$ cat config.mk
export PLATFORM = sky130hd
export DESIGN_NAME = uart_irq_bank
export DESIGN_NICKNAME = d
export VERILOG_FILES = /design/src/rtl/uart_irq_pkg.sv /design/src/rtl/irq_addr_decode.sv /design/src/rtl/irq_src_slice.sv /design/src/rtl/uart_irq_bank.sv
export SDC_FILE = /design/constraint.sdc
export NUM_CORES = 1
export LEC_CHECK = 0
export BUFFER_PORTS_ARGS = -buffer_cell sky130_fd_sc_hd__buf_2
export CAP_MARGIN = 20
export CORE_MARGIN = 1.5
export CORE_UTILIZATION = 30
export DETAILED_ROUTE_END_ITERATION = 10
export PLACE_DENSITY = 0.68
export SLEW_MARGIN = 15
export SYNTH_ARGS = -nofsm -noshare
export SYNTH_HDL_FRONTEND = slang
export SYNTH_SLANG_ARGS = --single-unit
$ cat constraint.sdc
create_clock -name clk -period 1.6 [get_ports clk]
set_input_delay 0.32 -clock clk [delete_from_list [all_inputs] [get_ports clk]]
set_output_delay 0.32 -clock clk [all_outputs]
set_load 0.02 [all_outputs]
$ cat src/rtl/uart_irq_pkg.sv
package uart_irq_pkg;
  // Word indices (byte offset >> 2)
  localparam int unsigned WIDX_PEND   = 0;
  localparam int unsigned WIDX_ENABLE = 1;
  localparam int unsigned WIDX_INJECT = 2;

  typedef enum logic [1:0] {
    SRC_TX_WMARK = 2'd0,
    SRC_RX_WMARK = 2'd1,
    SRC_TX_EMPTY = 2'd2,
    SRC_RX_OVFL  = 2'd3
  } irq_src_e;

  // Pending bit update: sets (hardware or injected) dominate the clear.
  function automatic logic pend_next(input logic cur, input logic hw_set,
                                     input logic inj_set, input logic clr);
    return hw_set | inj_set | (cur & ~clr);
  endfunction

  // Interrupt level for one source.
  function automatic logic irq_level(input logic pend, input logic en);
    return pend & en;
  endfunction
endpackage

$ cat src/rtl/irq_addr_decode.sv
module irq_addr_decode #(
  parameter int unsigned ADDR_W = 4
) (
  input  logic              wr_i,
  input  logic              rd_i,
  input  logic [ADDR_W-1:0] addr_i,
  output logic              wr_pend_o,
  output logic              wr_enable_o,
  output logic              wr_inject_o,
  output logic              rd_pend_o,
  output logic              rd_enable_o
);
  import uart_irq_pkg::*;
  localparam int unsigned WORD_W = ADDR_W - 2;

  logic [WORD_W-1:0] widx;
  logic hit_pend, hit_enable, hit_inject;

  assign widx       = addr_i[ADDR_W-1:2];
  assign hit_pend   = (widx == WORD_W'(WIDX_PEND));
  assign hit_enable = (widx == WORD_W'(WIDX_ENABLE));
  assign hit_inject = (widx == WORD_W'(WIDX_INJECT));

  assign wr_pend_o   = wr_i & hit_pend;
  assign wr_enable_o = wr_i & hit_enable;
  assign wr_inject_o = wr_i & hit_inject;
  assign rd_pend_o   = rd_i & hit_pend;
  assign rd_enable_o = rd_i & hit_enable;
endmodule

$ cat src/rtl/irq_src_slice.sv
module irq_src_slice (
  input  logic clk,
  input  logic rst_n,
  input  logic hw_evt_i,
  input  logic clr_i,
  input  logic inj_i,
  input  logic en_load_i,
  input  logic en_d_i,
  output logic pend_q_o,
  output logic en_q_o,
  output logic irq_q_o
);
  import uart_irq_pkg::*;

  always_ff @(posedge clk or negedge rst_n) begin
    if (!rst_n) begin
      pend_q_o <= 1'b0;
      en_q_o   <= 1'b0;
      irq_q_o  <= 1'b0;
    end else begin
      pend_q_o <= pend_next(pend_q_o, hw_evt_i, inj_i, clr_i);
      if (en_load_i) en_q_o <= en_d_i;
      irq_q_o  <= irq_level(pend_q_o, en_q_o);
    end
  end
endmodule

$ cat src/rtl/uart_irq_bank.sv
module uart_irq_bank #(
  parameter int unsigned N_SRC  = 4,
  parameter int unsigned DATA_W = 32,
  parameter int unsigned ADDR_W = 4
) (
  input  logic              clk,
  input  logic              rst_n,
  input  logic [N_SRC-1:0]  src_evt_i,
  input  logic              reg_wr_i,
  input  logic              reg_rd_i,
  input  logic [ADDR_W-1:0] reg_addr_i,
  input  logic [DATA_W-1:0] reg_wdata_i,
  output logic [DATA_W-1:0] reg_rdata_o,
  output logic [N_SRC-1:0]  irq_o
);
  localparam int unsigned PAD_W = DATA_W - N_SRC;

  logic wr_pend, wr_enable, wr_inject, rd_pend, rd_enable;
  logic [N_SRC-1:0] wbits;
  logic [N_SRC-1:0] clr_mask;
  logic [N_SRC-1:0] inj_mask;
  logic [N_SRC-1:0] pend_vec;
  logic [N_SRC-1:0] enable_vec;
  logic [N_SRC-1:0] irq_vec;

  irq_addr_decode #(.ADDR_W(ADDR_W)) u_dec (
    .wr_i        (reg_wr_i),
    .rd_i        (reg_rd_i),
    .addr_i      (reg_addr_i),
    .wr_pend_o   (wr_pend),
    .wr_enable_o (wr_enable),
    .wr_inject_o (wr_inject),
    .rd_pend_o   (rd_pend),
    .rd_enable_o (rd_enable)
  );

  assign wbits    = reg_wdata_i[N_SRC-1:0];
  assign clr_mask = wr_pend   ? wbits : '0;
  assign inj_mask = wr_inject ? wbits : '0;

  for (genvar i = 0; i < N_SRC; i++) begin : g_src
    irq_src_slice u_slice (
      .clk       (clk),
      .rst_n     (rst_n),
      .hw_evt_i  (src_evt_i[i]),
      .clr_i     (clr_mask[i]),
      .inj_i     (inj_mask[i]),
      .en_load_i (wr_enable),
      .en_d_i    (wbits[i]),
      .pend_q_o  (pend_vec[i]),
      .en_q_o    (enable_vec[i]),
      .irq_q_o   (irq_vec[i])
    );
  end

  always_comb begin
    reg_rdata_o = '0;
    if (rd_pend)        reg_rdata_o = {{PAD_W{1'b0}}, pend_vec};
    else if (rd_enable) reg_rdata_o = {{PAD_W{1'b0}}, enable_vec};
  end

  assign irq_o = irq_vec;
endmodule

==> results.py, run 1 <==
metrics = {
    "floorplan": {
        "num_rows": 18,
        "io_pins": 80,
        "initial_core_util_pct": 32.44,
        "core_region_area_mm2": 0.002522,
        "dieArea_mm2": 0.003050,
        "die_h_um": 55.23,
        "fp.dieW_um": 55.23,
    },
    "yosys": {
        "synthSimpleGateAreaFrac_pct": 15.44,
        "ys_seq_elements": 12,
        "synth_cell_types": 10,
        "synth_mux_area_share_pct": 17.13,
        "synthTopCellsByArea": "dfrtp_1, buf_4, mux2i_1",
        "synth_cells": 80,
        "synth_top_family_by_area": "buffers and inverters",
        "synthAdderAreaFrac_pct": 0,
        "synth_top_area_share_pct": 36.70,
        "syn_area_um2": 818.3,
        "ys_warn_count": 0,
        "synth-compound-area-share_pct": 0,
        "ys_seq_area_share_pct": 36.70,
        "synth_xor_area_share_pct": 0,
        "syn_avg_cell_area_um2": 10.23,
        "synth_top_cell_by_area": "dfrtp_1",
    },
    "final_layout": {
        "finalCoreUtilization_pct": 34.13,
        "final_common_cell": "conb_1",
        "area_growth_pct": 5.199,
        "nets": 145,
        "layout-drive-gt1-share_pct": 30.00,
        "num_antenna_cells": 0,
        "final_cell_mix": "conb_1, buf_2, nor2_1, dfrtp_1, mux2i_1",
        "fillers": 277,
    },
    "sta": {
        "rsz0062_at_grt": "false",
        "timing.fmax_mhz": 733.5,
        "hold_viol": 0,
        "drv_slew": 0,
        "worst_clock_skew_ps": 3.135,
        "period_minus_slack_ps": 1363,
        "fin_hold_ws_ps": 292.2,
        "setup_violations": 0,
        "fin_tns_setup_ps": 0,
        "post-route-period-util_pct": 85.21,
        "layout_setup_ws_ps": 236.7,
    },
    "power_and_ir_drop": {
        "p_leak_nw": 0.4873,
        "internal_power_uw": 568.0,
        "power_frac_comb_pct": 27.6,
        "p_sw_uw": 263.3,
        "vdd_drop_max_v": 0.0005471,
        "seq_power_share_pct": 44.0,
        "swShare_pct": 31.68,
        "power_frac_clock_pct": 28.4,
        "p_per_area_mw_per_mm2": 965.8,
        "total_power_uw": 831.4,
    },
    "clock_tree": {
        "cts.path.max_buffers": 2,
        "cts_post_setup_buffers_inserted": 0,
        "clk_latency_ps": 270,
        "clk_pin_slew_ps": 70,
        "cts.sinks": 12,
        "htree_num_levels": 1,
        "clk_root_buffer_cell": "clkbuf_4",
        "cts_buffers": 3,
        "cts_tree": "yes",
    },
    "global_route": {
        "grt_pass1_wl_um": 1828,
        "grt_pass1_vias": 403,
        "grt_max_degree": 13,
        "met3_usage_pct": 4.918,
        "gr-usage-all-layers_pct": 8.014,
        "grt-ovfl-total": 0,
        "antenna_found_initial": 0,
        "met1_usage_pct": 9.320,
        "grt.busiest_layer": "met2",
        "met2_usage_pct": 12.41,
    },
    "setup_path": {
        "crit_path_end_kind": "primary output",
        "critical_path.max_fanout": 3,
        "crit_arrival_ps": 1040,
        "worstPathRequired_ps": 1280,
        "start_kind": "flip-flop",
        "path_class": "flip-flop to primary output",
    },
    "placed_design": {
        "pre_cts_slack_ps": 307.6,
        "gp_congestion": 0.6866,
        "port_buffers": 21,
    },
    "route": {
        "drcViolationCount": 0,
        "viasPerCell": 3.715,
        "drt_wl_total_um": 1230,
        "avgRoutedWirePerCell_um": 9.462,
        "first_pass_iters": 3,
        "vias": 483,
        "first_iter_violations": 8,
        "ant_nets": 0,
    },
    "hold_path": {
        "hp-class": "primary input to flip-flop",
    },
    "flow_run": {
        "maxCapViolations": 0,
    },
    "run_status": {
        "outcome": "finished clean",
    },
}
==> metrics by stage <==
stage | instances | cell area (µm²)
floorplan | 107 | 919.6
CTS | 130 | 860.8
global placement | 125 | 814.5
detailed placement | 125 | 814.5
global route | 130 | 860.8
finish | 130 | 860.8
==> timing repair <==
action,CTS,global route
resized for setup,0,0
hold endpoints to repair,12,0
setup endpoints to repair,0,0
hold buffers,1,0
==> registers in the layout, indices dropped and copies added, names as in the netlist <==
| signal | cells |
|---|---|
| g_src.u_slice.en_q_o | 4 |
| g_src.u_slice.irq_q_o | 4 |
| g_src.u_slice.pend_q_o | 4 |
==> critical path, cell delays in order (launching register included) <==
cell,delay (ps)
dfrtp_1,410
mux2i_1,150
nor2_1,60
buf_2,160
==> cells by family (layout without fill, tap and decap cells) <==
| group | after synthesis | count (layout) |
|---|---|---|
| buffers and inverters | 33 | 26 |
| DFF | 12 | 12 |
| muxes | 12 | 12 |
| other | 1 | 28 |
| and+or+nand+nor | 22 | 22 |
==> synthesized netlist by cell type, drive strengths merged <==
cell	instances
mux2i	8
and2	4
buf	33
nand3b	5
nand2b	1
dfrtp	12
conb	1
mux2	4
nor2	12
==> power groups by stage <==
stage	Sequential [mW]	Combinational [mW]	Clock, mW
after global routing	0.373	0.245	0.250
final	0.366	0.229	0.236
after CTS	0.367	0.230	0.243
after floorplan	0.367	0.250	0
after detailed placement	0.373	0.228	0
after global placement	0.369	0.223	0
==> routing by layer <==
| metal | up-vias | share of wire, % |
|---|---|---|
| met3 | 3 | 14 |
| met1 | 206 | 43 |
| li1 | 236 | - |
| met4 | 0 | 0.73 |
| met2 | 38 | 42 |
| met5 | - | 0 |
==> area by class of cell <==
| class | count | area [µm²] | area share, % |
|---|---|---|---|
| Clock buffer | 4 | 36.28 | 4.215 |
| Multi-Input combinational cell | 62 | 371.6 | 43.17 |
| Sequential cell | 12 | 300.3 | 34.88 |
| Tap cell | 30 | 37.54 | 4.360 |
| Timing Repair Buffer | 22 | 115.1 | 13.37 |
==> worst paths after layout <==
path,from,end,slack (ps),cells past startpoint
max,g_src[3].u_slice.pend_q_o$_DFF_PN0_,reg_rdata_o[3],240,3
min,reg_wdata_i[1],g_src[1].u_slice.en_q_o$_DFFE_PN0P_,290,2
max reg2reg,g_src[3].u_slice.en_q_o$_DFFE_PN0P_,g_src[3].u_slice.en_q_o$_DFFE_PN0P_,830,1
min reg2reg,g_src[0].u_slice.en_q_o$_DFFE_PN0P_,g_src[0].u_slice.irq_q_o$_DFF_PN0_,520,1
max in group asynchronous,rst_n,g_src[2].u_slice.pend_q_o$_DFF_PN0_,940,2
min in group asynchronous,rst_n,g_src[0].u_slice.irq_q_o$_DFF_PN0_,440,2
Power figures use the tool's default switching activity.
==> run 2: changes to the inputs <==
--- a/config.mk
+++ b/config.mk
@@ -7,10 +7,11 @@
 export LEC_CHECK = 0
 export BUFFER_PORTS_ARGS = -buffer_cell sky130_fd_sc_hd__buf_2
 export CAP_MARGIN = 20
+export CORE_ASPECT_RATIO = 1.75
 export CORE_MARGIN = 1.5
 export CORE_UTILIZATION = 30
 export DETAILED_ROUTE_END_ITERATION = 10
-export PLACE_DENSITY = 0.68
+export PLACE_DENSITY = 0.7
 export SLEW_MARGIN = 15
 export SYNTH_ARGS = -nofsm -noshare
 export SYNTH_HDL_FRONTEND = slang
==> constraint.sdc (replaced) <==
create_clock -name clk -period 1.15 [get_ports clk]
set_input_delay 0.23 -clock clk [delete_from_list [all_inputs] [get_ports clk]]
set_output_delay 0.23 -clock clk [all_outputs]
set_load 0.02 [all_outputs]
==> run 2 against run 1 <==
Compared with the run above: the run now ends with negative setup slack left; largest power group unchanged; die area up 0.41%; clock skew is essentially flat; clock power up 100%; global-route usage grew 1.6 points; highest routed layer unchanged; critical endpoint is now reg_rdata_o[0].
==> results.py, run 2 (same netlist as run 1, synthesis figures left out) <==
metrics = {
    "run_status": {
        "outcome": "complete, but fails checks",
        "violations": "negative setup slack",
    },
    "clock_tree": {
        "cts.path.max_buffers": 2,
        "clk_latency_ps": 250,
        "htree_num_levels": 1,
        "cts_buffers": 3,
        "cts.sinks": 12,
        "cts_tree": "yes",
        "clk_root_buffer_cell": "clkbuf_8",
        "clk_pin_slew_ps": 50,
    },
    "placed_design": {
        "gp_congestion": 0.7053,
        "port_buffers": 21,
        "hpwl_um": 1053,
    },
    "power_and_ir_drop": {
        "p_per_area_mw_per_mm2": 1415,
        "swShare_pct": 30.18,
        "seq_power_share_pct": 37.2,
        "p_sw_uw": 408.8,
        "vdd_drop_max_v": 0.0006002,
        "power_frac_clock_pct": 34.8,
        "p_leak_nw": 0.5417,
        "internal_power_uw": 945.9,
        "power_frac_comb_pct": 28.0,
    },
    "sta": {
        "fin_tns_setup_ps": -224.9,
        "setup_violations": 4,
        "worst_clock_skew_ps": 3.541,
        "rsz0062_at_grt": "true",
        "drv_slew": 0,
        "fin_hold_ws_ps": 225.6,
        "hold_viol": 0,
        "post-route-period-util_pct": 105.8,
        "period_minus_slack_ps": 1217,
        "timing.fmax_mhz": 821.7,
        "layout_setup_ws_ps": -67.06,
    },
    "floorplan": {
        "die_h_um": 72.09,
        "dieArea_mm2": 0.003062,
        "io_pins": 80,
        "fp.dieW_um": 42.48,
        "num_rows": 24,
        "core_region_area_mm2": 0.002552,
        "initial_core_util_pct": 32.06,
    },
    "setup_path": {
        "worstPathRequired_ps": 920,
        "slowest_stage": "dfrtp_1",
        "max_stage_delay_ps": 380,
        "crit_path_end_kind": "primary output",
        "path_class": "flip-flop to primary output",
        "crit_chain": "mux2i_1, nor2_1, buf_4",
        "start_kind": "flip-flop",
        "crit_arrival_ps": 990,
        "critical_path.max_fanout": 2,
        "r2r_cells": 4,
    },
    "global_route": {
        "gr-usage-all-layers_pct": 9.599,
        "grt-ovfl-total": 0,
        "grt_pass1_wl_um": 2173,
        "grt_max_degree": 13,
        "grt_pass1_vias": 486,
        "antenna_found_initial": 0,
    },
    "final_layout": {
        "nets": 155,
        "final_common_cell": "conb_1",
        "layout-drive-gt1-share_pct": 36.36,
        "num_antenna_cells": 0,
        "biggestRegsByFlops": "g_src.u_slice.en_q_o x4, g_src.u_slice.irq_q_o x4, g_src.u_slice.pend_q_o x4",
        "final_cell_mix": "conb_1, buf_2, buf_4, nor2_1, dfrtp_1",
        "area_growth_pct": 16.97,
    },
    "flow_run": {
        "maxCapViolations": 0,
    },
    "hold_path": {
        "min_path_cells": 2,
        "hp-class": "primary input to flip-flop",
    },
    "route": {
        "first_iter_violations": 11,
        "ant_nets": 0,
        "drcViolationCount": 0,
        "drt_wl_total_um": 1349,
        "first_pass_iters": 2,
        "viasPerCell": 3.890,
        "avgRoutedWirePerCell_um": 9.919,
        "vias": 529,
    },
}
run 2: cell types whose count changed in the layout (fill, tap and decap cells not counted):
| cell | before | now |
|---|---|---|
| buf_2 | 21 | 18 |
| buf_4 | 0 | 13 |
| clkbuf_4 | 3 | 0 |
| clkbuf_8 | 1 | 4 |
run 2: power groups by stage:
| stage | Clock, mW | Combinational, mW | Sequential (mW) |
|---|---|---|---|
| floorplan | 0 | 0.347 | 0.510 |
| global placement | 0 | 0.312 | 0.514 |
| detailed placement | 0 | 0.318 | 0.519 |
| CTS | 0.479 | 0.370 | 0.504 |
| global route | 0.500 | 0.410 | 0.512 |
| finish | 0.471 | 0.379 | 0.504 |
run 2: layout make-up:
class / count / area (µm²)
tap: 26 / 32.53
timing repair buffer: 32 / 197.7
fill: 258 / 1595
multi-input combinational: 62 / 371.6
sequential: 12 / 300.3
clock buffer: 4 / 55.05
run 2: path summary, 6_finish.rpt:
check,startpoint,to,slack [ps]
setup / recovery,g_src[0].u_slice.en_q_o$_DFFE_PN0P_,reg_rdata_o[0],-70
hold / removal,reg_wdata_i[0],g_src[0].u_slice.en_q_o$_DFFE_PN0P_,230
setup reg to reg,g_src[1].u_slice.pend_q_o$_DFF_PN0_,g_src[1].u_slice.pend_q_o$_DFF_PN0_,240
hold reg to reg,g_src[3].u_slice.pend_q_o$_DFF_PN0_,g_src[3].u_slice.irq_q_o$_DFF_PN0_,510
max in group asynchronous,rst_n,g_src[1].u_slice.irq_q_o$_DFF_PN0_,540
min in group asynchronous,rst_n,g_src[2].u_slice.en_q_o$_DFFE_PN0P_,390
run 2: timing repair:
item                       4_1_cts  5_1_grt
hold endpoints to repair        12        0
gates resized for setup          1        2
cloned                           0        0
pin swaps                        0        2
hold buffers                     1        0
setup buffers                    6        4
setup endpoints to repair        4        4
run 2: layer usage:
| metal | GRT usage [%] | vias up | wire length, µm |
|---|---|---|---|
| met5 | 0 | - | 0 |
| li1 | - | 255 | - |
| met2 | 15.56 | 39 | 680 |
| met1 | 10.49 | 232 | 501 |
| met3 | 1.741 | 3 | 123 |
| met4 | 8.333 | 0 | 44 |
run 2: critical path, delay by kind of cell, from the launching register on:
family	cells	cell delay (ps)
buf+inv	1	150
flops	1	380
mux	1	150
simple gates	1	60
run 2: through the flow:
step	utilization [%]	area [µm²]	total power [mW]	setup slack, ps	cells
global route	37.50	957.2	1.423	-114.8	136
floorplan	-	919.6	0.8573	137.4	107
global placement	31.72	809.5	0.8250	40.92	121
detailed placement	31.72	809.5	0.8367	31.36	121
finish	37.50	957.2	1.355	-67.06	136
CTS	36.13	922.1	1.354	-73.16	132
